File: src/rtl/guard_pkg.sv
package guard_pkg;
    localparam int DW     = 32;
    localparam int AW     = 3;
    localparam int STAT_W = 5;
    localparam int RAT_W  = 3;

    localparam logic [AW-1:0] A_REV   = 3'd0;
    localparam logic [AW-1:0] A_CTRL  = 3'd1;
    localparam logic [AW-1:0] A_STAT  = 3'd2;
    localparam logic [AW-1:0] A_LOAD  = 3'd3;
    localparam logic [AW-1:0] A_COUNT = 3'd4;
    localparam logic [AW-1:0] A_TRIG  = 3'd5;
    localparam logic [AW-1:0] A_SS    = 3'd6;

    localparam logic [DW-1:0] EN_FIRST   = 32'h0000_BBBB;
    localparam logic [DW-1:0] EN_SECOND  = 32'h0000_4444;
    localparam logic [DW-1:0] DIS_FIRST  = 32'h0000_AAAA;
    localparam logic [DW-1:0] DIS_SECOND = 32'h0000_5555;

    typedef enum logic [1:0] {SEQ_IDLE, SEQ_EN, SEQ_DIS} seq_e;
endpackage

File: src/rtl/guard_seq.sv
module guard_seq
    import guard_pkg::*;
(
    input  logic          clk,
    input  logic          rst_n,
    input  logic          clr,
    input  logic          wr,
    input  logic [DW-1:0] wdata,
    output logic          en_pulse,
    output logic          dis_pulse
);
    seq_e st_q, st_d;

    always_comb begin
        st_d      = st_q;
        en_pulse  = 1'b0;
        dis_pulse = 1'b0;
        if (clr) begin
            st_d = SEQ_IDLE;
        end else if (wr) begin
            case (st_q)
                SEQ_EN: begin
                    en_pulse = (wdata == EN_SECOND);
                    st_d     = SEQ_IDLE;
                end
                SEQ_DIS: begin
                    dis_pulse = (wdata == DIS_SECOND);
                    st_d      = SEQ_IDLE;
                end
                default: begin
                    if (wdata == EN_FIRST)       st_d = SEQ_EN;
                    else if (wdata == DIS_FIRST) st_d = SEQ_DIS;
                    else                         st_d = SEQ_IDLE;
                end
            endcase
        end
    end

    always_ff @(posedge clk or negedge rst_n) begin
        if (!rst_n) st_q <= SEQ_IDLE;
        else        st_q <= st_d;
    end
endmodule

File: src/rtl/guard_prescale.sv
module guard_prescale
    import guard_pkg::*;
(
    input  logic             clk,
    input  logic             rst_n,
    input  logic             clr,
    input  logic             restart,
    input  logic             run,
    input  logic             tick,
    input  logic             div_en,
    input  logic [RAT_W-1:0] ratio,
    output logic             step
);
    localparam int PRE_W = (1 << RAT_W) - 1;

    logic [PRE_W-1:0] pre_q, pre_d, lim;

    always_comb begin
        lim = '0;
        for (int i = 0; i < PRE_W; i++)
            if (i < int'(ratio)) lim[i] = 1'b1;
    end

    always_comb begin
        step  = run && tick && (!div_en || (pre_q == lim));
        pre_d = pre_q;
        if (clr || restart)
            pre_d = '0;
        else if (run && tick && div_en)
            pre_d = (pre_q == lim) ? '0 : pre_q + 1'b1;
    end

    always_ff @(posedge clk or negedge rst_n) begin
        if (!rst_n) pre_q <= '0;
        else        pre_q <= pre_d;
    end
endmodule

File: src/rtl/guard_pending.sv
module guard_pending #(
    parameter int SLOTS = 5,
    parameter int DLY   = 4
) (
    input  logic             clk,
    input  logic             rst_n,
    input  logic             clr,
    input  logic [SLOTS-1:0] hit,
    output logic [SLOTS-1:0] busy
);
    localparam int CW = $clog2(DLY + 1);

    for (genvar g = 0; g < SLOTS; g++) begin : g_slot
        logic [CW-1:0] cnt_q, cnt_d;

        always_comb begin
            cnt_d = cnt_q;
            if (clr)              cnt_d = '0;
            else if (hit[g])      cnt_d = CW'(DLY);
            else if (cnt_q != '0) cnt_d = cnt_q - 1'b1;
        end

        always_ff @(posedge clk or negedge rst_n) begin
            if (!rst_n) cnt_q <= '0;
            else        cnt_q <= cnt_d;
        end

        assign busy[g] = (cnt_q != '0);
    end
endmodule

File: src/rtl/guard_timer.sv
module guard_timer
    import guard_pkg::*;
#(
    parameter logic [31:0] DEF_LOAD = 32'hFFFF_FFF0,
    parameter logic [7:0]  REV      = 8'h31,
    parameter int          RST_CYC  = 8,
    parameter int          PEND_DLY = 4
) (
    input  logic          clk,
    input  logic          rst_n,
    input  logic          tick,
    input  logic          we,
    input  logic [AW-1:0] addr,
    input  logic [DW-1:0] wdata,
    output logic [DW-1:0] rdata,
    output logic          wdt_rst
);
    localparam int RW = $clog2(RST_CYC + 1);

    typedef struct packed {
        logic             div_en;
        logic [RAT_W-1:0] ratio;
        logic [DW-1:0]    load;
        logic [DW-1:0]    count;
        logic [DW-1:0]    trig;
        logic             run;
        logic [RW-1:0]    rcnt;
    } st_t;

    localparam st_t RST_ST = '{div_en: 1'b0, ratio: '0, load: DEF_LOAD,
                               count: DEF_LOAD, trig: '0, run: 1'b1, rcnt: '0};

    st_t st_q, st_d;

    logic pulse, clr, acc;
    logic w_ctrl, w_load, w_trig, w_ss, reload;
    logic en_pulse, dis_pulse, step;
    logic [STAT_W-1:0] stat, pend_hit;

    assign pulse  = (st_q.rcnt != '0);
    assign clr    = (st_q.rcnt == RW'(1));
    assign acc    = we && !pulse;
    assign w_ctrl = acc && (addr == A_CTRL);
    assign w_load = acc && (addr == A_LOAD);
    assign w_trig = acc && (addr == A_TRIG);
    assign w_ss   = acc && (addr == A_SS);
    assign reload = w_trig && (wdata != st_q.trig);
    assign pend_hit = {w_ss, w_trig, w_load, 1'b0, w_ctrl};

    guard_seq u_seq (
        .clk(clk), .rst_n(rst_n), .clr(clr), .wr(w_ss), .wdata(wdata),
        .en_pulse(en_pulse), .dis_pulse(dis_pulse)
    );

    guard_prescale u_pre (
        .clk(clk), .rst_n(rst_n), .clr(clr), .restart(reload || en_pulse),
        .run(st_q.run), .tick(tick), .div_en(st_q.div_en), .ratio(st_q.ratio),
        .step(step)
    );

    guard_pending #(.SLOTS(STAT_W), .DLY(PEND_DLY)) u_pend (
        .clk(clk), .rst_n(rst_n), .clr(clr), .hit(pend_hit), .busy(stat)
    );

    always_comb begin
        st_d = st_q;
        if (clr) begin
            st_d = RST_ST;
        end else if (pulse) begin
            st_d.rcnt = st_q.rcnt - 1'b1;
        end else begin
            if (w_ctrl && !st_q.run) begin
                st_d.div_en = wdata[5];
                st_d.ratio  = wdata[4:2];
            end
            if (w_load && !st_q.run) st_d.load = wdata;
            if (w_trig)              st_d.trig = wdata;
            if (en_pulse)            st_d.run  = 1'b1;
            if (dis_pulse)           st_d.run  = 1'b0;
            if (reload) begin
                st_d.count = st_q.load;
            end else if (step) begin
                if (&st_q.count) begin
                    st_d.count = '0;
                    st_d.run   = 1'b0;
                    st_d.rcnt  = RW'(RST_CYC);
                end else begin
                    st_d.count = st_q.count + 1'b1;
                end
            end
        end
    end

    always_ff @(posedge clk or negedge rst_n) begin
        if (!rst_n) st_q <= RST_ST;
        else        st_q <= st_d;
    end

    always_comb begin
        case (addr)
            A_REV:   rdata = {{(DW-8){1'b0}}, REV};
            A_CTRL:  rdata = {{(DW-6){1'b0}}, st_q.div_en, st_q.ratio, 2'b00};
            A_STAT:  rdata = {{(DW-STAT_W){1'b0}}, stat};
            A_LOAD:  rdata = st_q.load;
            A_COUNT: rdata = st_q.count;
            A_TRIG:  rdata = st_q.trig;
            default: rdata = '0;
        endcase
    end

    assign wdt_rst = pulse;

    logic              chk_run;
    logic [DW-1:0]     chk_count, chk_load;
    logic [RAT_W:0]    chk_ctrl;
    logic [STAT_W-1:0] chk_stat;
    assign chk_run   = st_q.run;
    assign chk_count = st_q.count;
    assign chk_load  = st_q.load;
    assign chk_ctrl  = {st_q.div_en, st_q.ratio};
    assign chk_stat  = stat;
endmodule

File: config.mk
export PLATFORM = sky130hd
export DESIGN_NAME = guard_timer
export DESIGN_NICKNAME = d
export VERILOG_FILES = /design/src/rtl/guard_pkg.sv /design/src/rtl/guard_seq.sv /design/src/rtl/guard_prescale.sv /design/src/rtl/guard_pending.sv /design/src/rtl/guard_timer.sv
export SDC_FILE = /design/constraint.sdc
export NUM_CORES = 1
export LEC_CHECK = 0
export BUFFER_PORTS_ARGS = -buffer_cell sky130_fd_sc_hd__buf_2
export CELL_PAD_IN_SITES_DETAIL_PLACEMENT = 0
export CELL_PAD_IN_SITES_GLOBAL_PLACEMENT = 1
export CORE_UTILIZATION = 42
export CTS_BUF_LIST = sky130_fd_sc_hd__clkbuf_4 sky130_fd_sc_hd__clkbuf_8
export CTS_CLUSTER_SIZE = 8
export DETAILED_ROUTE_END_ITERATION = 10
export MAX_ROUTING_LAYER = met4
export PLACE_DENSITY = 0.84
export RECOVER_POWER = 25
export SLEW_MARGIN = 20
export SYNTH_ARGS = -nofsm -noshare
export SYNTH_HDL_FRONTEND = slang
export SYNTH_SLANG_ARGS = --single-unit
File: constraint.sdc
create_clock -name clk -period 2.26 [get_ports clk]
set_clock_uncertainty 0.1 [all_clocks]
set_input_delay 0.226 -clock clk [delete_from_list [all_inputs] [get_ports clk]]
set_output_delay 0.226 -clock clk [all_outputs]
set_load 0.05 [all_outputs]
==> results of run 1 <==
placed cells by master (no fill, tap or decap), types with 28 or more instances in the layout:
master and count:
mux2i_1 36, buf_4 175, nand2_1 182, o21ai_1 31, dfrtp_1 72, dfstp_2 57, a21oi_1 97, nand3_1 28
xor2_1 37, nor2_1 56, buf_2 64
layout make-up:
class / instances / share of cell area [%]
Multi-Input combinational cell: 745 / 43.7
Sequential cell: 129 / 29.7
Timing Repair Buffer: 274 / 19.3
Tap cell: 234 / 2.63
Clock buffer: 21 / 2.54
Clock inverter: 11 / 1.16
Inverter: 30 / 1.05
logic make-up (layout without fill, tap and decap cells):
family / after synthesis / count (layout) / synth area share (%)
and+or+nand+nor: 400 / 400 / 23.6
AOI/OAI and AO/OA: 246 / 246 / 18.7
DFF: 129 / 129 / 41.1
buffers and inverters: 87 / 336 / 4.45
xor gates and xnor gates: 43 / 43 / 4.69
muxes: 40 / 40 / 5.05
adders and majority gates: 16 / 16 / 2.49
cells in the mapped netlist, drive strengths merged (4+ instances only):
master | number | area [um^2]
nand4 | 9 | 56.3
a21oi | 105 | 529
o32ai | 4 | 35.0
ha | 16 | 200
nor2 | 67 | 259
a31oi | 6 | 37.5
a211oi | 9 | 72.6
nor3 | 27 | 140
xor2 | 37 | 324
a22oi | 9 | 67.6
buf | 23 | 118
o32a | 6 | 60.1
nor4 | 22 | 159
inv | 30 | 113
a2111oi | 4 | 36.3
dfrtp | 72 | 1800
nand2 | 185 | 694
o22ai | 5 | 31.3
dfstp | 57 | 1500
xnor2 | 6 | 52.6
and4 | 7 | 61.3
mux2i | 36 | 360
o21ai | 63 | 323
nand2b | 8 | 50.1
clkbuf | 34 | 128
nor2b | 6 | 37.5
or3 | 7 | 43.8
mux2 | 4 | 45.0
nor3b | 4 | 41.3
and2 | 7 | 43.8
nand3 | 31 | 155
and3 | 7 | 43.8
a2bb2oi | 11 | 96.3
layer usage:
| layer | global-route usage [%] | up-vias |
|---|---|---|
| met5 | - | - |
| met4 | 13.4 | 0 |
| met3 | 4.82 | 68 |
| met2 | 40.4 | 348 |
| met1 | 42.0 | 4004 |
| li1 | - | 3886 |
stage by stage:
step                      setup WS, ps  instance area (um^2)  util, %
after floorplan                  -64.9                  8140        -
after global placement           -98.2                  9910     53.0
after detailed placement          -158                  9910     53.0
after CTS                        -87.2                 10600     56.7
after global routing              -248                 11100     59.4
final                             -165                 11100     59.4
registers in the layout, summed over array words and instances (netlist names):
name                 cells
u_pend.g_slot.cnt_q     15
chk_count               32
u_pre.pre_q              7
chk_ctrl                 4
chk_load                32
st_q                    36
chk_run                  1
u_seq.st_q               2
tightest hold or removal path, cell delays in order:
cell,delay [ps]
buf_2,90
buf_4,110
a21oi_1,60
nand2_1,60
path summary, 6_finish.rpt:
| path | from | endpoint | slack [ps] |
|---|---|---|---|
| min in group asynchronous | rst_n | st_q[32] | 580 |
| worst max-delay path | chk_ctrl[2] | chk_count[23] | -160 |
| worst min-delay path | wdata[28] | chk_load[28] | 30 |
| max in group asynchronous | rst_n | chk_count[5] | 320 |
| worst max register to register | chk_ctrl[2] | chk_count[23] | -160 |
| worst min register to register | chk_load[24] | chk_load[24] | 370 |
where the power goes:
group / leakage (uW) / switching [uW] / internal (uW)
clock: 0.000194 / 1030 / 1090
combinational: 0.00328 / 3570 / 2740
sequential: 0.00156 / 649 / 3330
repair_timing:
action | CTS | global route
resized for setup | 31 | 88
hold buffers | 2 | 0
cloned | 2 | 2
hold endpoints to repair | 57 | 0
pin swaps | 11 | 23
endpoints found under the setup margin | 43 | 113
setup buffers | 10 | 12
==> results.ini, run 1 <==
[critical_path]
critPathMaxStageDelay_ps = 430
r2r_cells = 8
critPathBufInv = 2
path_depth = 8
critPathCaptureType = register
crit_arrival_ps = 2710
critPathSlowestCell = dfrtp_1
cp_top_family = simple AND/OR/NAND/NOR gates
path_cells = or3b_1, o22ai_2, o32ai_2, nor3_4, buf_4, o21ai_4, buf_12, o32a_1
crit_required_ps = 2540
crit_fanout = 13
worstSetupPathType = register to register
start_kind = register

[detailed_routing]
dr.first_iter.drc_count = 916
dr_wl_met3_um = 1750
wire_per_inst_um = 19.2
met2_length_um = 12300
drt_wl_total_um = 27800
drcViolationCount = 0
dr.max_layer_used = met4
dr.pass1.iters = 5
num_vias = 8306
via_per_inst = 5.75
wl_met1_um = 12800
ant_nets = 0

[yosys]
syn_area_per_cell_um2 = 8.36
synth_area_um2 = 8030
synthArstFlopShare_pct = 100
synth_edf_count = 0
synth.distinct_cells = 70
synth_warnings = 0
syn_nets = 1016
seq_area_frac_synth_pct = 41.1
synthCells = 961
synthFlopType = dfrtp_1
ys_ff_latch = 129

[run]
cap_viol_max_count = 1

[clock_network]
cts_buffers = 17
clock_path_buffers = 2
cts-root-buf = clkbuf_8
tritoncts = done
cts_sinks = 129
clock_latency_ps = 470
cts-htree-levels = 4
clkTransAtPathRegs_ps = 80

[sta]
setup_tns_ps = -2400
setup_viol = 34
setup_slack_ps = -165
rsz0062_at_grt = true
hold_ws_ps = 27.7
slew_viol_final = 28
timing.fmax_mhz = 412
period_minus_slack_ps = 2420
worstMarginPinSlew_ps = 1550
finalCritPeriodShare_pct = 107
slew_headroom_pct = -3.16
finalHoldViolCount = 0

[pwr]
p_total_uw = 12400
peakVddDrop_uv = 483
power.density_nw_per_um2 = 1120
p_leak_uw = 0.00504

[placement]
io_buffers = 71
placed_cells = 1386
place_congestion = 0.898
dp_hpwl_um = 19900

[floorplanning]
initial_core_util_pct = 42.9
coreArea_um2 = 18700
die_h_um = 140
die_w_um = 140
io_pins = 72
die_area_um2 = 19700
rows = 50

[global_route]
grt_pass1_wl_um = 43000
grt_pass1_vias = 7895
grt_max_degree = 52
overflow = 0
grt_use_total_pct = 29.4
antenna_found_initial = 0

[cells_and_area]
antenna_cells = 0
instances_no_fill = 1444
multi_input_area_um2 = 4860
final_net_count = 1252
syn2layout_area_growth_pct = 38.4
seq_area_um2 = 3300
num-fill-cells = 1628
drive_gt1_share_pct = 37.3

[worst_hold_path]
holdCritPathClass = primary input to register
worstHoldPathCells = 4

[outcome]
violations = capacitance limit, slew limit, setup timing
status = finished, violations left

(Power assumes the default switching activity.)
==> run 2, diff against run 1 <==
--- a/config.mk
+++ b/config.mk
@@ -8,6 +8,7 @@
 export BUFFER_PORTS_ARGS = -buffer_cell sky130_fd_sc_hd__buf_2
 export CELL_PAD_IN_SITES_DETAIL_PLACEMENT = 0
 export CELL_PAD_IN_SITES_GLOBAL_PLACEMENT = 1
+export CORE_MARGIN = 3
 export CORE_UTILIZATION = 42
 export CTS_BUF_LIST = sky130_fd_sc_hd__clkbuf_4 sky130_fd_sc_hd__clkbuf_8
 export CTS_CLUSTER_SIZE = 8
==> constraint.sdc (replaced) <==
create_clock -name clk -period 2.26 [get_ports clk]
set_clock_uncertainty 0.1 [all_clocks]
set_input_delay 0.339 -clock clk [delete_from_list [all_inputs] [get_ports clk]]
set_output_delay 0.339 -clock clk [all_outputs]
set_load 0.05 [all_outputs]
==> run 2 against run 1 <==
The flow finishes with violations (setup timing). Critical endpoint is now chk_count[3]. Global-route usage decreased by 0.21 points. Highest routed layer unchanged. Routed wire length increased by 8.0%. Combinational power increased by 12%. Clock power increased by 12%. Fmax decreased by 2.5%. Register-to-register slack got worse by 60 ps. Critical path depth increased by 4. Sequential power decreased by 1%. Power increased by 7.6%. Non-clock buffer count increased by 28.
==> results.ini, run 2 (synthesis results as in run 1) <==
[cells_and_area]
drive_gt1_share_pct = 42.4
fin_area_um2 = 11700
num-fill-cells = 1583
finalCoreUtilization_pct = 63.7
antenna_cells = 0
regMostFlops = st_q
final_net_count = 1280
final_cell_mix = 184 x buf_4, 181 x nand2_1, 96 x a21oi_1
largest_reg_flops = 36
syn2layout_area_growth_pct = 45.9
mostFrequentLayoutCell = buf_4

[floorplanning]
rows = 49
die_w_um = 144
initial_core_util_pct = 43.7
die_h_um = 144
io_pins = 72
die_area_um2 = 20800
coreArea_um2 = 18400

[clock_network]
clock_path_buffers = 2
cts-root-buf = clkbuf_8
cts_sinks = 129
cts_buffers = 17
tritoncts = done
clock_latency_ps = 460
cts-htree-levels = 4
clkTransAtPathRegs_ps = 90

[detailed_routing]
ant_nets = 0
drt_wl_total_um = 30000
dr.first_iter.drc_count = 740
wire_per_inst_um = 20.4
drcViolationCount = 0
via_per_inst = 5.78
dr.pass1.iters = 6
num_vias = 8486

[global_route]
grt_pass1_vias = 8270
antenna_found_initial = 0
overflow = 0
grt_pass1_wl_um = 45400
grt_max_degree = 35
grt_use_total_pct = 29.2

[pwr]
peakVddDrop_uv = 574
p_total_uw = 13300
power.density_nw_per_um2 = 1140
p_leak_uw = 0.00529

[critical_path]
path_cells = inv_1, ha_4, nor3b_4, buf_6, nand3_4, nor2_4, o21a_4, buf_8, o21ai_4, buf_12, buf_4, o22ai_1
start_kind = register
critPathBufInv = 5
critPathCaptureType = register
worstSetupPathType = register to register
critPathSlowestCell = dfrtp_1
crit_fanout = 12
crit_required_ps = 2510
cp_top_family = buffers and inverters
critPathMaxStageDelay_ps = 380
ff2ff_setup_slack_ps = -230
crit_arrival_ps = 2740

[sta]
finalCritPeriodShare_pct = 110
finalHoldViolCount = 0
worstMarginPinSlew_ps = 955
setup_slack_ps = -228
period_minus_slack_ps = 2490
rsz0062_at_grt = true
timing.fmax_mhz = 402
hold_ws_ps = 50.2
setup_viol = 37
slew_viol_final = 0
slew_headroom_pct = 36.3

[run]
cap_viol_max_count = 0

[outcome]
violations = setup timing
status = finished, violations left

[placement]
placed_cell_area_um2 = 10200
place_congestion = 0.963
io_buffers = 71
dp_hpwl_um = 20600

[worst_hold_path]
holdCritPathClass = primary input to register

## run 2: power breakdown
part           total (uW)  internal [uW]  leakage [uW]  switching, uW
Combinational        7060           3190       0.00350           3870
Clock                2360           1390      0.000231            969
Sequential           3930           3340       0.00156            592
Total               13300           7910       0.00529           5430
## run 2: layer usage
metal | vias up | share of wire, % | routed length [um] | global-route usage (%)
met5 | - | 0 | 0 | -
met4 | 0 | 3.2 | 969 | 9.87
met3 | 66 | 6.2 | 1860 | 4.96
met2 | 333 | 49 | 14600 | 46.4
met1 | 4125 | 42 | 12500 | 37.9
li1 | 3962 | - | - | -
## run 2: path summary, 6_finish.rpt
| kind | startpoint | depth (start not counted) | end |
|---|---|---|---|
| worst max-delay path | st_q[1] | 12 | chk_count[3] |
| worst min-delay path | wdata[19] | 3 | st_q[24] |
| worst max register to register | st_q[1] | 12 | chk_count[3] |
| worst min register to register | chk_load[22] | 2 | chk_load[22] |
| max in group asynchronous | rst_n | 3 | chk_load[6] |
| min in group asynchronous | rst_n | 2 | u_pend.g_slot[2].cnt_q[0] |
## run 2: area by class of cell
type	count	area [um^2]	area share [%]
Timing Repair Buffer	302	2480	21.2
Clock inverter	10	184	1.57
Tap cell	229	287	2.44
Sequential cell	129	3300	28.2
Clock buffer	22	278	2.37
Multi-Input combinational cell	745	5070	43.3
Inverter	30	116	0.993
## run 2: tightest hold or removal path: stages
cell,delay [ps]
buf_2,130
nand2_1,60
a21oi_1,50
## run 2: what timing repair did
item                                   in CTS  in global routing
pin swaps                                  20                 33
gates resized for setup                    94                 76
setup endpoints to repair                  65                102
hold buffers                                1                  0
cloned                                      3                  3
buffers inserted                           25                 10
endpoints found under the hold margin      13                  0
## run 2: stage by stage
step                setup TNS (ps)  cells  worst slack, ps
floorplan                    -1530    961            -85.1
global placement            -14790   1397             -431
detailed placement          -13720   1397             -392
CTS                          -2690   1457             -155
global route                 -9880   1467             -321
finish                       -5690   1467             -228
